$ cat config.mk
export PLATFORM = sky130hd
export DESIGN_NAME = win_watchdog
export DESIGN_NICKNAME = d
export VERILOG_FILES = /design/src/rtl/wwd_pkg.sv /design/src/rtl/wwd_prescaler.sv /design/src/rtl/wwd_feed_seq.sv /design/src/rtl/wwd_regs.sv /design/src/rtl/win_watchdog.sv
export SDC_FILE = /design/constraint.sdc
export NUM_CORES = 1
export LEC_CHECK = 0
export ABC_CLOCK_PERIOD_IN_PS = 2770
export BUFFER_PORTS_ARGS = -buffer_cell sky130_fd_sc_hd__buf_2
export CAP_MARGIN = 5
export CORE_MARGIN = 2
export CORE_UTILIZATION = 54
export DETAILED_ROUTE_END_ITERATION = 10
export GPL_TIMING_DRIVEN = 0
export PLACE_DENSITY = 0.77
export SLEW_MARGIN = 20
export SYNTH_ARGS = -nofsm -noshare
export SYNTH_HDL_FRONTEND = slang
export SYNTH_SLANG_ARGS = --single-unit
$ cat constraint.sdc
create_clock -name clk -period 2.77 [get_ports clk]
set_clock_uncertainty 0.05 [all_clocks]
set_input_delay 0.4155 -clock clk [delete_from_list [all_inputs] [get_ports clk]]
set_output_delay 0.4155 -clock clk [all_outputs]
set_load 0.005 [all_outputs]
$ cat src/rtl/wwd_pkg.sv
package wwd_pkg;

    localparam int ADDR_W = 3;

    typedef enum logic [ADDR_W-1:0] {
        REG_CTRL   = 3'd0,
        REG_RELOAD = 3'd1,
        REG_FEED   = 3'd2,
        REG_WARN   = 3'd3,
        REG_WINDOW = 3'd4
    } reg_sel_e;

    localparam logic [7:0] KEY_FIRST  = 8'hAA;
    localparam logic [7:0] KEY_SECOND = 8'h55;

    localparam int CTL_RUN      = 0;
    localparam int CTL_RSTEN    = 1;
    localparam int CTL_LOCK     = 2;
    localparam int CTL_CLR_TO   = 3;
    localparam int CTL_CLR_WARN = 4;

    typedef enum logic {
        FS_IDLE,
        FS_ARMED
    } feed_st_e;

endpackage

$ cat src/rtl/wwd_prescaler.sv
module wwd_prescaler #(
    parameter int PRESC = 4
) (
    input  logic clk,
    input  logic rst_ni,
    input  logic run_i,
    input  logic restart_i,
    output logic tick_o
);
    localparam int PW = (PRESC > 1) ? $clog2(PRESC) : 1;
    localparam logic [PW-1:0] LAST = PW'(PRESC - 1);

    logic [PW-1:0] cnt_d, cnt_q;

    always_comb begin
        tick_o = run_i && (cnt_q == LAST);
        cnt_d  = cnt_q + 1'b1;
        if (restart_i || !run_i || tick_o) begin
            cnt_d = '0;
        end
    end

    always_ff @(posedge clk or negedge rst_ni) begin
        if (!rst_ni) cnt_q <= '0;
        else         cnt_q <= cnt_d;
    end

    generate
        if (PRESC > 1) begin : g_spacing

            tick_spacing_chk: assert property (@(posedge clk) disable iff (!rst_ni)
                tick_o |=> !tick_o);
        end
    endgenerate

endmodule

$ cat src/rtl/wwd_feed_seq.sv
module wwd_feed_seq
    import wwd_pkg::*;
(
    input  logic              clk,
    input  logic              rst_ni,
    input  logic              wr_en_i,
    input  logic [ADDR_W-1:0] addr_i,
    input  logic [7:0]        byte_i,
    output logic              feed_ok_o,
    output logic              feed_bad_o
);
    feed_st_e st_d, st_q;
    logic     to_feed;

    always_comb begin
        to_feed    = wr_en_i && (addr_i == REG_FEED);
        feed_ok_o  = (st_q == FS_ARMED) && to_feed && (byte_i == KEY_SECOND);
        feed_bad_o = (st_q == FS_ARMED) && wr_en_i && !feed_ok_o;
        st_d       = st_q;
        if (wr_en_i) begin
            if ((st_q == FS_IDLE) && to_feed && (byte_i == KEY_FIRST)) st_d = FS_ARMED;
            else                                                       st_d = FS_IDLE;
        end
    end

    always_ff @(posedge clk or negedge rst_ni) begin
        if (!rst_ni) st_q <= FS_IDLE;
        else         st_q <= st_d;
    end


    arm_origin_chk: assert property (@(posedge clk) disable iff (!rst_ni)
        $rose(st_q == FS_ARMED) |-> $past(wr_en_i && addr_i == REG_FEED && byte_i == KEY_FIRST));

endmodule

$ cat src/rtl/wwd_regs.sv
module wwd_regs
    import wwd_pkg::*;
#(
    parameter int CW       = 24,
    parameter int TC_FLOOR = 255
) (
    input  logic              clk,
    input  logic              rst_ni,
    input  logic              wr_en_i,
    input  logic [ADDR_W-1:0] addr_i,
    input  logic [CW-1:0]     wdata_i,
    input  logic              tc_block_i,
    output logic              run_en_o,
    output logic              rst_en_o,
    output logic              lock_o,
    output logic              clr_to_o,
    output logic              clr_warn_o,
    output logic [CW-1:0]     reload_o,
    output logic [CW-1:0]     warn_o,
    output logic [CW-1:0]     window_o
);
    localparam logic [CW-1:0] FLOOR = CW'(TC_FLOOR);

    typedef struct packed {
        logic          run_en;
        logic          rst_en;
        logic          lock;
        logic [CW-1:0] reload;
        logic [CW-1:0] warn;
        logic [CW-1:0] window;
    } regs_t;

    regs_t r_d, r_q;
    logic  ctl_wr;

    always_comb begin
        r_d    = r_q;
        ctl_wr = wr_en_i && (addr_i == REG_CTRL);
        if (ctl_wr) begin
            r_d.run_en = r_q.run_en | wdata_i[CTL_RUN];
            r_d.rst_en = r_q.rst_en | wdata_i[CTL_RSTEN];
            r_d.lock   = wdata_i[CTL_LOCK];
        end
        if (wr_en_i && (addr_i == REG_RELOAD) && !tc_block_i) begin
            r_d.reload = (wdata_i < FLOOR) ? FLOOR : wdata_i;
        end
        if (wr_en_i && (addr_i == REG_WARN))   r_d.warn   = wdata_i;
        if (wr_en_i && (addr_i == REG_WINDOW)) r_d.window = wdata_i;
        clr_to_o   = ctl_wr && wdata_i[CTL_CLR_TO];
        clr_warn_o = ctl_wr && wdata_i[CTL_CLR_WARN];
    end

    always_ff @(posedge clk or negedge rst_ni) begin
        if (!rst_ni) begin
            r_q.run_en <= 1'b0;
            r_q.rst_en <= 1'b0;
            r_q.lock   <= 1'b0;
            r_q.reload <= FLOOR;
            r_q.warn   <= '0;
            r_q.window <= '1;
        end else begin
            r_q <= r_d;
        end
    end

    assign run_en_o = r_q.run_en;
    assign rst_en_o = r_q.rst_en;
    assign lock_o   = r_q.lock;
    assign reload_o = r_q.reload;
    assign warn_o   = r_q.warn;
    assign window_o = r_q.window;


    run_sticky_chk: assert property (@(posedge clk) disable iff (!rst_ni)
        r_q.run_en |=> r_q.run_en);

    rsten_sticky_chk: assert property (@(posedge clk) disable iff (!rst_ni)
        r_q.rst_en |=> r_q.rst_en);

    reload_floor_chk: assert property (@(posedge clk) disable iff (!rst_ni)
        r_q.reload >= FLOOR);

    reload_block_chk: assert property (@(posedge clk) disable iff (!rst_ni)
        tc_block_i |=> $stable(r_q.reload));

endmodule

$ cat src/rtl/win_watchdog.sv
module win_watchdog
    import wwd_pkg::*;
#(
    parameter int CW       = 24,
    parameter int PRESC    = 4,
    parameter int TC_FLOOR = 255
) (
    input  logic              clk,
    input  logic              rst_ni,
    input  logic              wr_en_i,
    input  logic [ADDR_W-1:0] addr_i,
    input  logic [CW-1:0]     wdata_i,
    output logic              irq_o,
    output logic              wdt_rst_o,
    output logic              timeout_flag_o,
    output logic [CW-1:0]     count_o
);
    typedef struct packed {
        logic [CW-1:0] count;
        logic          running;
        logic          tof;
        logic          warnf;
        logic          pend;
        logic          rst_req;
    } core_t;

    core_t s_d, s_q;

    logic          run_en, rst_en, lock, clr_to, clr_warn;
    logic [CW-1:0] reload, warn, window;
    logic          feed_ok, feed_bad, tick;
    logic          prot_hit, early_hit, seq_err, zero_hit, fault;

    wwd_regs #(.CW(CW), .TC_FLOOR(TC_FLOOR)) u_regs (
        .clk        (clk),
        .rst_ni     (rst_ni),
        .wr_en_i    (wr_en_i),
        .addr_i     (addr_i),
        .wdata_i    (wdata_i),
        .tc_block_i (prot_hit),
        .run_en_o   (run_en),
        .rst_en_o   (rst_en),
        .lock_o     (lock),
        .clr_to_o   (clr_to),
        .clr_warn_o (clr_warn),
        .reload_o   (reload),
        .warn_o     (warn),
        .window_o   (window)
    );

    wwd_feed_seq u_feed (
        .clk        (clk),
        .rst_ni     (rst_ni),
        .wr_en_i    (wr_en_i),
        .addr_i     (addr_i),
        .byte_i     (wdata_i[7:0]),
        .feed_ok_o  (feed_ok),
        .feed_bad_o (feed_bad)
    );

    wwd_prescaler #(.PRESC(PRESC)) u_presc (
        .clk       (clk),
        .rst_ni    (rst_ni),
        .run_i     (s_q.running),
        .restart_i (feed_ok),
        .tick_o    (tick)
    );

    always_comb begin
        s_d       = s_q;
        prot_hit  = wr_en_i && (addr_i == REG_RELOAD) && lock && s_q.running &&
                    !((s_q.count < warn) && (s_q.count < window));
        early_hit = feed_ok && s_q.running && rst_en && (s_q.count > window);
        seq_err   = feed_bad && s_q.running;
        zero_hit  = s_q.running && (s_q.count == '0);
        fault     = prot_hit || early_hit || seq_err || zero_hit;

        if (feed_ok) begin
            s_d.count = reload;
        end else if (tick && (s_q.count != '0)) begin
            s_d.count = s_q.count - 1'b1;
        end
        s_d.running = s_q.running | (feed_ok & run_en);

        if (clr_warn) s_d.warnf = 1'b0;
        if (s_q.running && (s_q.count <= warn)) s_d.warnf = 1'b1;

        if (clr_to) s_d.tof = 1'b0;
        if (fault)  s_d.tof = 1'b1;

        s_d.pend    = fault;
        s_d.rst_req = s_q.rst_req | (s_q.pend & rst_en);
    end

    always_ff @(posedge clk or negedge rst_ni) begin
        if (!rst_ni) begin
            s_q.count   <= CW'(TC_FLOOR);
            s_q.running <= 1'b0;
            s_q.tof     <= 1'b0;
            s_q.warnf   <= 1'b0;
            s_q.pend    <= 1'b0;
            s_q.rst_req <= 1'b0;
        end else begin
            s_q <= s_d;
        end
    end

    assign irq_o          = s_q.warnf;
    assign wdt_rst_o      = s_q.rst_req;
    assign timeout_flag_o = s_q.tof;
    assign count_o        = s_q.count;


    count_hold_chk: assert property (@(posedge clk) disable iff (!rst_ni)
        (!tick && !feed_ok) |=> $stable(s_q.count));

    count_step_chk: assert property (@(posedge clk) disable iff (!rst_ni)
        (tick && !feed_ok && s_q.count != '0) |=> (s_q.count == $past(s_q.count) - 1'b1));

    reload_load_chk: assert property (@(posedge clk) disable iff (!rst_ni)
        feed_ok |=> (s_q.count == $past(reload)));

    run_gate_chk: assert property (@(posedge clk) disable iff (!rst_ni)
        s_q.running |-> run_en);

    rst_mode_chk: assert property (@(posedge clk) disable iff (!rst_ni)
        s_q.rst_req |-> rst_en);

    rst_delay_chk: assert property (@(posedge clk) disable iff (!rst_ni)
        $rose(s_q.rst_req) |-> $past(s_q.pend));

    rst_hold_chk: assert property (@(posedge clk) disable iff (!rst_ni)
        s_q.rst_req |=> s_q.rst_req);

    tof_sticky_chk: assert property (@(posedge clk) disable iff (!rst_ni)
        (s_q.tof && !clr_to) |=> s_q.tof);

    idle_quiet_chk: assert property (@(posedge clk) disable iff (!rst_ni)
        !s_q.running |=> !s_q.pend);

endmodule

==> results.md <==
- Vias: 5030
- Unrepaired setup endpoints after global routing: true
- Antenna violations before repair: 0
- WP data arrival: 3.22 ns
- Comb power frac: 0.232
- Post-layout utilization of the core: 0.680
- Power Total: 4.17 mW
- Clock Power Share: 0.293
- Fin crit period: 3.04 ns
- Pint: 3.00 mW
- Total of warnings raised by yosys: 0
- Rel. slew slack: 0.543
- R2R cell count: 11
- Flip-flop and latch count after synthesis: 107
- Initial DRC Count: 322
- Sequential fraction of the synthesis area: 0.448
- CTS H-tree lvls: 3
- Root buf cell: clkbuf_16
- GRT Total Usage: 0.289
- Ys async rst share: 1.00
- Routed WL: 16400 um
- Final ANT Viol Nets: 0
- Number of enable flip-flop cells after synthesis: 0
- Clock Latency Late Sink: 0.36 ns
- Slew Limit Fails: 0
- Vias in the first global route: 5153
- Bufs on Longest Clock Path: 2
- Syn-to-layout area delta: 22.2%
- CP endpoint kind: flip-flop
- Reg2Reg Setup Slack: -0.27 ns
- Hold Path Depth: 3
- CTS tree: yes
- Core ar.: 10900 sq um
- Seq pwr share: 0.475
- Switching Share: 0.282
- Largest net degree at the start of global routing: 64
- Num rows: 38
- Failing checks: setup timing
- Static Leak: 3.28 nW
- Via density: 5.96
- WHS Endpoint: u_regs.window_o[11]
- Status: complete, but fails checks
- Ant diodes: 0
- CP startpoint kind: flip-flop
- Top Ports: 57
- Setup CP Type: reg -> reg
- Area of the mapped netlist: 6080 sq um
- Final Hold Fails: 0
- 1st-pass router iterations: 5
- Max-cap violation count: 0
- NetSw: 1.18 mW
- GP Congestion: 0.825
- Post-synthesis cell type count: 62
- Worst vdd ir: 0.443 mV
- Fin area: 7430 sq um
- DR WL/cell: 19.5 um
- Worst-path fanout max: 5
- Initial Util: 0.556
- Port Buffers: 56
- Nets: 779
- Start point of the worst min-delay path: wdata_i[11]
- Drc violations: 0
- Layout cells sized above 1: 0.372
- Cts bufs inserted: 9
- Hpwl dp: 10900 um
- Avg Inst Size Synth: 10.2 sq um
- Syn nets: 676
- Die Ht: 110 um
- Top FF cell, synth: dfrtp_1
- Die area: 12100 sq um
- Setup ws final: -0.269 ns
- Reg2reg start: u_regs.warn_o[10]
- Post-DP Area: 6580 sq um
- Sink Count: 107
- CP required: 2.95 ns
- Pwr Density: 562 nW/um^2
- Hold_ws: 0.252 ns
- Cell count after synthesis: 596
- First-pass GRT wire length: 26200 um
- Setup TNS: -5.05 ns
- Die width: 110 um
- Worst hold path class: in -> reg
- Reg clk slew, reported paths: 0.07 ns
- Worst Max-Slew Pin Slew: 0.685 ns
- Fmax: 0.329 GHz
- Crit share post-route: 1.10
- Final setup violation count: 26
- Grt ovf: 0
- R2r endpoint: u_regs.reload_o[18]
==> kinds of logic after synthesis <==
logic type,count (synthesis),synth area share
adder cells (fa/ha/maj),50,0.103
flip-flops,107,0.448
AND/OR/NAND/NOR,171,0.145
buffers and inverters,101,0.0819
AO/OA/AOI/OAI,98,0.0963
XOR/XNOR,19,0.0274
multiplexers,50,0.0983
==> what timing repair did <==
item / 4_1_cts / 5_1_grt
endpoints found under the hold margin: 36 / 0
cloned: 1 / 0
gates resized for setup: 45 / 14
pin swaps: 16 / 3
setup endpoints to repair: 38 / 37
hold buffers: 1 / 0
buffers inserted: 31 / 5
==> cells in the mapped netlist (2+ instances only) <==
cell type / instances / area share
inv_1: 60 / 0.037
nor2_1: 27 / 0.017
dfrtp_1: 67 / 0.28
nor3_1: 10 / 0.0082
ha_1: 50 / 0.10
o211ai_1: 2 / 0.0025
mux2_2: 30 / 0.056
buf_1: 2 / 0.0012
a21o_2: 2 / 0.0029
or2_2: 3 / 0.0031
mux2i_1: 8 / 0.013
a21o_1: 6 / 0.0074
nand2b_1: 5 / 0.0051
dfstp_2: 40 / 0.17
mux2_4: 12 / 0.030
nor4_1: 10 / 0.010
or4_1: 5 / 0.0062
a21oi_1: 23 / 0.019
clkbuf_1: 12 / 0.0074
and4_1: 2 / 0.0029
nand4b_1: 3 / 0.0043
xnor2_1: 9 / 0.013
a22o_1: 2 / 0.0029
buf_4: 24 / 0.030
o31ai_1: 2 / 0.0025
o21ai_0: 45 / 0.037
a31oi_1: 4 / 0.0041
xor2_1: 10 / 0.014
nand2_1: 62 / 0.038
or3_1: 3 / 0.0031
nand4_1: 10 / 0.010
nor3b_1: 2 / 0.0025
nand3_1: 15 / 0.012
==> critical path, stage by stage, from the launching register on <==
cell	delay (ns)
dfrtp_1	0.37
inv_1	0.08
ha_4	0.27
nand4_1	0.16
or4_4	0.62
a311oi_4	0.28
or4_4	0.23
nor2_4	0.05
o21ai_4	0.23
buf_6	0.16
buf_12	0.12
mux2_4	0.29
==> stage by stage <==
stage | instances | setup slack [ns]
detailed placement | 794 | -0.661
CTS | 842 | -0.214
global route | 844 | -0.300
floorplan | 596 | 0.0352
global placement | 792 | -0.650
finish | 844 | -0.269
==> final cells by class <==
type                    count  area (sq um)
inverters                  60           225
fillers                   812          3500
multi-input cells         388          3130
clock buffers              14           264
clock inverters             2          10.0
well taps                 140           175
flip-flops and latches    107          2740
repair buffers             95           638
plain buffers              38           249
==> layer usage <==
layer | part of all wire | track usage
met2 | 0.49 | 0.490
met1 | 0.40 | 0.355
met5 | 0 | 0
met3 | 0.070 | 0.0576
met4 | 0.038 | 0.131
==> registers in the layout, indices dropped and copies added (netlist names), 2 cells and up <==
signal           cells
u_presc.cnt_q        2
u_regs.reload_o     24
u_regs.window_o     24
u_regs.warn_o       24
s_q                  2
count_o             24
==> power groups by stage <==
stage | sequential [mW] | combinational, mW | clock [mW]
after floorplan | 1.97 | 0.564 | 0
after global placement | 1.99 | 0.735 | 0
after detailed placement | 2.00 | 0.796 | 0
after CTS | 1.98 | 0.922 | 1.23
after global routing | 2.01 | 1.08 | 1.29
final | 1.98 | 0.969 | 1.22
==> how the worst max path moves through the flow <==
stage / startpoint / endpoint / slack [ns] / depth (start not counted)
floorplan: count_o[22] / u_regs.reload_o[21] / 0.04 / 9
global placement: count_o[23] / u_regs.reload_o[22] / -0.65 / 9
detailed placement: count_o[23] / u_regs.reload_o[21] / -0.66 / 9
CTS: count_o[6] / u_regs.reload_o[15] / -0.21 / 10
global route: u_regs.warn_o[10] / u_regs.reload_o[15] / -0.30 / 11
finish: u_regs.warn_o[10] / u_regs.reload_o[18] / -0.27 / 11
==> cells in the final DEF (no fill, tap or decap), types with 3 or more instances in the layout <==
cell	netlist	final
ha_4	0	8
xor2_1	10	10
nand2b_1	5	5
nand2_1	62	62
dfrtp_2	0	12
inv_1	60	60
nand4b_1	3	3
a21oi_1	23	23
nand3_1	15	15
or3_1	3	3
dfstp_2	40	40
buf_6	0	8
buf_4	24	52
nand4_1	10	10
mux2_4	12	16
buf_2	1	56
xnor2_1	9	9
nor3_1	10	9
nor4_1	10	7
a31oi_1	4	4
clkbuf_1	12	14
nor2_1	27	26
clkbuf_16	0	9
o21ai_0	45	45
a21o_1	6	6
mux2_2	30	26
ha_1	50	41
or4_1	5	3
mux2i_1	8	6
dfrtp_1	67	55
Power figures use the tool's default switching activity.
